## src/rtl/arw_pkg.sv

```systemverilog
// Shared definitions for the address window router.
// Assumes exactly four windows with the fixed roles listed below.
package arw_pkg;
    localparam int WIN_N   = 4;
    localparam int WIN_PER = 0;
    localparam int WIN_MEM = 1;
    localparam int WIN_HA  = 2;
    localparam int WIN_HB  = 3;
    localparam int SEL_W   = $clog2(WIN_N) + 1;

    typedef enum logic [2:0] {
        TGT_PER   = 3'd0,
        TGT_MEM   = 3'd1,
        TGT_HOSTA = 3'd2,
        TGT_HOSTB = 3'd3,
        TGT_NONE  = 3'd4
    } tgt_e;
endpackage

```

## src/rtl/arw_window.sv

```systemverilog
// One address window: a low/high bound register pair and its hit compare.
// Low is inclusive, high exclusive; the window is live only when low < high.
// Assumes cfg_sel[SEL_W-1:1] selects the window and cfg_sel[0] the bound.
module arw_window #(
    parameter int ADDR_W = 16,
    parameter int SEL_W  = 3,
    parameter int IDX    = 0
) (
    input  logic              clk,
    input  logic              rst_n,
    input  logic              cfg_we,
    input  logic [SEL_W-1:0]  cfg_sel,
    input  logic [ADDR_W-1:0] cfg_wdata,
    input  logic [ADDR_W-1:0] probe_addr,
    output logic              win_live,
    output logic              win_hit
);
    localparam logic [SEL_W-2:0] MY_IDX = (SEL_W-1)'(IDX);

    logic [ADDR_W-1:0] lo_q;
    logic [ADDR_W-1:0] hi_q;
    logic              sel_me;

    assign sel_me = cfg_we && (cfg_sel[SEL_W-1:1] == MY_IDX);

    // Bound registers: reset to an inverted pair, update in one cycle.
    always_ff @(posedge clk) begin
        if (!rst_n) begin
            lo_q <= ADDR_W'(1);
            hi_q <= '0;
        end else if (sel_me) begin
            if (cfg_sel[0]) hi_q <= cfg_wdata;
            else            lo_q <= cfg_wdata;
        end
    end

    // Hit compare: live window and address inside [lo, hi).
    always_comb begin
        win_live = (lo_q < hi_q);
        win_hit  = win_live && (probe_addr >= lo_q) && (probe_addr < hi_q);
    end
endmodule

```

## src/rtl/arw_decode.sv

```systemverilog
// Picks the target from the per-window hit vector.
// Masks the memory window to boot writes, grants the lowest index and
// flags when more than one eligible window hits. Purely combinational.
module arw_decode
    import arw_pkg::*;
#(
    parameter int NW = WIN_N
) (
    input  logic [NW-1:0] hit_vec,
    input  logic          req_write,
    input  logic          req_boot,
    output tgt_e          dec_tgt,
    output logic          dec_multi
);
    logic [NW-1:0] elig;
    int unsigned   n_hit;

    // Eligibility: memory window only for boot-sequencer writes.
    always_comb begin
        elig = hit_vec;
        elig[WIN_MEM] = hit_vec[WIN_MEM] && req_boot && req_write;
    end

    // Priority select, lowest index wins, and hit count.
    always_comb begin
        dec_tgt = TGT_NONE;
        n_hit   = 0;
        for (int i = NW - 1; i >= 0; i--) begin
            if (elig[i]) begin
                dec_tgt = tgt_e'(3'(i));
                n_hit   = n_hit + 1;
            end
        end
        dec_multi = (n_hit > 1);
    end
endmodule

```

## src/rtl/arw_issue.sv

```systemverilog
// Registered issue stage: holds the accepted request one cycle, drives the
// target valids or the error response, and stalls on peripheral reads until
// the read data returns. Assumes targets other than a peripheral read
// take a request in the cycle it is issued.
module arw_issue
    import arw_pkg::*;
#(
    parameter int ADDR_W = 16,
    parameter int DATA_W = 32
) (
    input  logic              clk,
    input  logic              rst_n,
    input  logic              req_valid,
    input  logic              req_write,
    input  logic [ADDR_W-1:0] req_addr,
    input  logic [DATA_W-1:0] req_wdata,
    input  tgt_e              dec_tgt,
    input  logic              dec_multi,
    output logic              req_ready,
    output logic              per_valid,
    output logic              mem_valid,
    output logic [1:0]        host_valid,
    output logic              tgt_write,
    output logic [ADDR_W-1:0] tgt_addr,
    output logic [DATA_W-1:0] tgt_wdata,
    input  logic              per_rd_done,
    input  logic [DATA_W-1:0] per_rd_data,
    output logic              rsp_valid,
    output logic              rsp_err,
    output logic [DATA_W-1:0] rsp_rdata,
    output logic              overlap_err
);
    logic              stg_valid;
    tgt_e              stg_tgt;
    logic              stg_write;
    logic [ADDR_W-1:0] stg_addr;
    logic [DATA_W-1:0] stg_wdata;
    logic              wait_rd;
    logic              rd_rsp_q;
    logic [DATA_W-1:0] rd_data_q;
    logic              ovl_q;
    logic              accept;
    logic              stg_per_rd;

    // Handshake: no new request while a peripheral read is outstanding.
    always_comb begin
        stg_per_rd = stg_valid && (stg_tgt == TGT_PER) && !stg_write;
        req_ready  = !stg_per_rd && !wait_rd;
        accept     = req_valid && req_ready;
    end

    // Issue stage register: captures the request and its decoded target.
    always_ff @(posedge clk) begin
        if (!rst_n) begin
            stg_valid <= 1'b0;
            stg_tgt   <= TGT_NONE;
            stg_write <= 1'b0;
            stg_addr  <= '0;
            stg_wdata <= '0;
        end else begin
            stg_valid <= accept;
            if (accept) begin
                stg_tgt   <= dec_tgt;
                stg_write <= req_write;
                stg_addr  <= req_addr;
                stg_wdata <= req_wdata;
            end
        end
    end

    // Read wait state: set after a peripheral read issues, cleared on done.
    always_ff @(posedge clk) begin
        if (!rst_n) begin
            wait_rd <= 1'b0;
        end else if (stg_per_rd) begin
            wait_rd <= 1'b1;
        end else if (wait_rd && per_rd_done) begin
            wait_rd <= 1'b0;
        end
    end

    // Read response register: one-cycle pulse with the returned data.
    always_ff @(posedge clk) begin
        if (!rst_n) begin
            rd_rsp_q  <= 1'b0;
            rd_data_q <= '0;
        end else begin
            rd_rsp_q <= wait_rd && per_rd_done;
            if (wait_rd && per_rd_done) rd_data_q <= per_rd_data;
        end
    end

    // Sticky overlap flag: set on any accepted multi-window hit.
    always_ff @(posedge clk) begin
        if (!rst_n)                  ovl_q <= 1'b0;
        else if (accept && dec_multi) ovl_q <= 1'b1;
    end

    // Output decode of the issue stage.
    always_comb begin
        per_valid     = stg_valid && (stg_tgt == TGT_PER);
        mem_valid     = stg_valid && (stg_tgt == TGT_MEM);
        host_valid[0] = stg_valid && (stg_tgt == TGT_HOSTA);
        host_valid[1] = stg_valid && (stg_tgt == TGT_HOSTB);
        tgt_write     = stg_write;
        tgt_addr      = stg_addr;
        tgt_wdata     = stg_wdata;
        rsp_err       = stg_valid && (stg_tgt == TGT_NONE);
        rsp_valid     = rsp_err || rd_rsp_q;
        if (rsp_err)       rsp_rdata = '1;
        else if (rd_rsp_q) rsp_rdata = rd_data_q;
        else               rsp_rdata = '0;
        overlap_err   = ovl_q;
    end
endmodule

```

## src/rtl/arw_router.sv

```systemverilog
// Top of the address window router: four bound-pair windows, a priority
// decoder and a registered issue stage with one cycle of decode latency.
// Assumes software moves a window through its off state; overlaps are
// still resolved by index and reported through overlap_err.
module arw_router
    import arw_pkg::*;
#(
    parameter int ADDR_W = 16,
    parameter int DATA_W = 32
) (
    input  logic              clk,
    input  logic              rst_n,
    input  logic              cfg_we,
    input  logic [SEL_W-1:0]  cfg_sel,
    input  logic [ADDR_W-1:0] cfg_wdata,
    input  logic              req_valid,
    output logic              req_ready,
    input  logic              req_write,
    input  logic              req_boot,
    input  logic [ADDR_W-1:0] req_addr,
    input  logic [DATA_W-1:0] req_wdata,
    output logic              per_valid,
    output logic              mem_valid,
    output logic [1:0]        host_valid,
    output logic              tgt_write,
    output logic [ADDR_W-1:0] tgt_addr,
    output logic [DATA_W-1:0] tgt_wdata,
    input  logic              per_rd_done,
    input  logic [DATA_W-1:0] per_rd_data,
    output logic              rsp_valid,
    output logic              rsp_err,
    output logic [DATA_W-1:0] rsp_rdata,
    output logic              overlap_err
);
    logic [WIN_N-1:0] hit_vec;
    logic [WIN_N-1:0] live_vec;
    tgt_e             dec_tgt;
    logic             dec_multi;

    // One window instance per bound pair.
    for (genvar w = 0; w < WIN_N; w++) begin : g_win
        arw_window #(
            .ADDR_W (ADDR_W),
            .SEL_W  (SEL_W),
            .IDX    (w)
        ) win_i (
            .clk        (clk),
            .rst_n      (rst_n),
            .cfg_we     (cfg_we),
            .cfg_sel    (cfg_sel),
            .cfg_wdata  (cfg_wdata),
            .probe_addr (req_addr),
            .win_live   (live_vec[w]),
            .win_hit    (hit_vec[w])
        );
    end

    arw_decode #(.NW(WIN_N)) dec_i (
        .hit_vec   (hit_vec),
        .req_write (req_write),
        .req_boot  (req_boot),
        .dec_tgt   (dec_tgt),
        .dec_multi (dec_multi)
    );

    arw_issue #(.ADDR_W(ADDR_W), .DATA_W(DATA_W)) iss_i (
        .clk         (clk),
        .rst_n       (rst_n),
        .req_valid   (req_valid),
        .req_write   (req_write),
        .req_addr    (req_addr),
        .req_wdata   (req_wdata),
        .dec_tgt     (dec_tgt),
        .dec_multi   (dec_multi),
        .req_ready   (req_ready),
        .per_valid   (per_valid),
        .mem_valid   (mem_valid),
        .host_valid  (host_valid),
        .tgt_write   (tgt_write),
        .tgt_addr    (tgt_addr),
        .tgt_wdata   (tgt_wdata),
        .per_rd_done (per_rd_done),
        .per_rd_data (per_rd_data),
        .rsp_valid   (rsp_valid),
        .rsp_err     (rsp_err),
        .rsp_rdata   (rsp_rdata),
        .overlap_err (overlap_err)
    );
endmodule

```

## config.mk

```make
export PLATFORM = sky130hd
export DESIGN_NAME = arw_router
export DESIGN_NICKNAME = d
export VERILOG_FILES = /design/src/rtl/arw_pkg.sv /design/src/rtl/arw_window.sv /design/src/rtl/arw_decode.sv /design/src/rtl/arw_issue.sv /design/src/rtl/arw_router.sv
export SDC_FILE = /design/constraint.sdc
export NUM_CORES = 1
export LEC_CHECK = 0
export ABC_CLOCK_PERIOD_IN_PS = 7300
export BUFFER_PORTS_ARGS = -buffer_cell sky130_fd_sc_hd__buf_4
export CORE_ASPECT_RATIO = 0.9
export CORE_UTILIZATION = 45
export DETAILED_ROUTE_END_ITERATION = 10
export GPL_ROUTABILITY_DRIVEN = 1
export PLACE_DENSITY = 0.68
export SYNTH_ARGS = -nofsm -noshare
export SYNTH_HDL_FRONTEND = slang
export SYNTH_SLANG_ARGS = --single-unit
```

## constraint.sdc

```tcl
create_clock -name clk -period 7.3 [get_ports clk]
set_clock_uncertainty 0.1 [all_clocks]
set_input_delay 1.46 -clock clk [delete_from_list [all_inputs] [get_ports clk]]
set_output_delay 1.46 -clock clk [all_outputs]
set_load 0.03 [all_outputs]
```

==> run metrics <==
status complete, but fails checks; failing checks DRC; initial antenna violation count 0; Worst slew margin 0.221; core footprint 27900 sq um; final core utilization 0.548; hold_buf cts 0; Final Setup Violations 0; GR Overflow Total 0; clock-pin transition on the worst setup and hold timing paths 0.06 ns; DIE AREA 29100 sq um; Vias per Instance 5.24; PD cells 203 nW/um^2; Lkg Pwr 6.42 nW; # port buffers 194; clock latency on the worst-skew pair 0.53 ns; Top FF cell, synth dfxtp_1; Least-Margin Pin Slew 1.17 ns; Hold Crit Depth 2; fin nets 2039; CTS tree yes; PostCTS Resize Cnt 0; io pins 195; share of cells above drive strength 1 0.145; Max-Cap Viols 0; Remaining DRCs 1; yosys synthesis warning count 0; Max clock buf depth 3; Peak Freq 0.240 GHz; minimum clock period 4.17 ns; WHS Endpoint iss_i.tgt_wdata[14]$_SDFFE_PN0P_; initial drt markers 700; Setup Buffers After CTS 0; Worst Path Arrival 4.44 ns; worst r2r src g_win[2].win_i.hi_q[1]$_SDFFE_PN0P_; Distinct cells, synth 48; Mapped Cells 1594; commonest non-fill, non-tap cell in the layout nand2_1; worst r2r path cells 14; Final Hold Viols 0; mapped cell area 12800 sq um; CP max FO 5; die height 162 um; worst path required time 7.57 ns; Post-synth ARST share 0; RSZ-0062 raised after global routing no; setup_tns 0 ns; Antenna Nets Post-Route 0; Worst Min Path Start iss_i.tgt_wdata[14]$_SDFFE_PN0P_; area delta synth->final 19.9%; Root Buffer clkbuf_16; final worst-path cycle share 0.571; die extent in x 180 um; Yosys reg bits 216; wirelength, routed 33900 um; TritonCTS Buffers 26; Synth Net Count 1889; Worst R2R End iss_i.overlap_err$_SDFFE_PN0P_; cell row count 58; number of detailed-route iterations in the first pass 11; GRT Overall Usage 0.228; HPWL Detailed 24700 um; H-tree levels 1; Critical Path Start Type input pin; largest net degree at the start of global routing 76; Post-synth EDFFs 0; Starting Density 0.457; clk sink count 216; Peak VDD IR 0.142 mV; most frequent cells in the layout 446 x nand2_1, 216 x dfxtp_1, 206 x buf_4; first-pass GRT wire length 54700 um; vias in the first global route 10772; worst setup path category input pin to register; vias post-DR 11128; ant diodes 0; Placer Congestion 0.923; fin. max-slew vios 0; r2r setup slk 3.92 ns; Hold Path Class register to register; Wirelength per Cell 16.0 um; syn avg cell area 8.01 sq um; sequential area share after synthesis 0.339; Worst Setup End Kind register
==> per-stage QoR <==
stage | instance area [sq um] | std cells | total power, mW | hold WS, ns | setup slack, ns
detailed placement | 14400 | 2076 | 1.79 | 0.347 | 2.63
floorplan | 12800 | 1594 | 1.59 | 0.335 | 3.12
global route | 15300 | 2124 | 3.23 | 0.364 | 2.91
finish | 15300 | 2124 | 3.10 | 0.353 | 3.13
CTS | 15300 | 2124 | 3.13 | 0.355 | 3.16
global placement | 14400 | 2076 | 1.78 | 0.341 | 2.71
==> worst max-delay path by stage <==
stage	start	end	cells past startpoint
after CTS	req_addr[0]	iss_i.overlap_err$_SDFFE_PN0P_	16
after global placement	req_addr[0]	iss_i.overlap_err$_SDFFE_PN0P_	16
after floorplan	req_addr[0]	iss_i.overlap_err$_SDFFE_PN0P_	15
final	req_addr[0]	iss_i.overlap_err$_SDFFE_PN0P_	16
after detailed placement	req_addr[0]	iss_i.overlap_err$_SDFFE_PN0P_	16
after global routing	req_addr[0]	iss_i.overlap_err$_SDFFE_PN0P_	16
==> cells by family (layout without fill, tap and decap cells) <==
group                    count (synthesis)  count (layout)  share of synthesized area
AND/OR/NAND/NOR                        590             590                      0.194
adder cells (fa/ha/maj)                189             189                      0.185
XOR/XNOR                                 2               2                    0.00137
AO/OA/AOI/OAI                          392             392                      0.217
flip-flops                             216             216                      0.339
buffers and inverters                  205             375                     0.0636
==> layout make-up <==
class / instances / area [sq um]
tap: 360 / 450
timing repair buffer: 206 / 1550
sequential: 216 / 4320
clock buffer: 40 / 795
clock inverter: 8 / 92.6
multi-input combinational: 1173 / 7640
fill: 2604 / 12600
inverter: 121 / 454
==> report_power, final <==
part           switching (mW)  leakage [nW]  internal (mW)
Combinational           0.315          4.23          0.216
Clock                   0.516         0.438          0.816
Sequential             0.0225          1.75           1.22
Total                   0.853          6.42           2.25
==> state kept, by name (all words and copies together), names as in the netlist <==
name               flops
g_win.win_i.hi_q      64
g_win.win_i.lo_q      64
iss_i.overlap_err      1
iss_i.rd_data_q       32
iss_i.rd_rsp_q         1
iss_i.stg_tgt          3
iss_i.stg_valid        1
iss_i.tgt_addr        16
iss_i.tgt_wdata       32
iss_i.tgt_write        1
iss_i.wait_rd          1
==> synth_stat cells (3+ instances only) <==
library cell	number	area (sq um)
nand2_1	447	1680
a21o_1	61	458
and2_1	3	18.8
a31oi_1	6	37.5
nor3_1	10	50.1
nor2b_1	12	75.1
a211oi_1	6	45.0
and4_1	5	43.8
a21boi_0	154	1160
clkbuf_1	67	251
inv_1	121	454
a21boi_1	53	398
a211o_1	5	43.8
nor2_1	34	128
a2111oi_0	4	35.0
ha_1	189	2360
o21ai_1	11	55.1
nor4_1	5	31.3
buf_1	5	18.8
nand4_1	21	131
dfxtp_1	216	4320
a21oi_1	53	265
and3_1	3	18.8
nand3_1	23	115
nand2b_1	16	100
or3_1	3	18.8
buf_4	11	82.6
o21ai_0	17	85.1
o21a_1	7	52.6
==> layer usage <==
metal	vias to the layer above	global-route usage	routed length, um
li1	5674	-	-
met1	5185	0.305	16000
met2	218	0.393	16000
met3	51	0.0274	1290
met4	0	0.0553	676
met5	-	0	0
==> critical path, stage by stage <==
cell and delay (ns):
buf_4 0.13, inv_1 0.16, ha_1 0.26, nand2b_1 0.14, a21o_1 0.17, a21o_1 0.18
a211o_1 0.29, a21oi_1 0.14, o21ai_1 0.09, a31oi_1 0.25, or4_1 0.20, ha_1 0.30
xor2_1 0.19, ha_1 0.31, nor2_1 0.09, a31oi_1 0.08
Note: power is estimated with default switching activity, not from simulation.
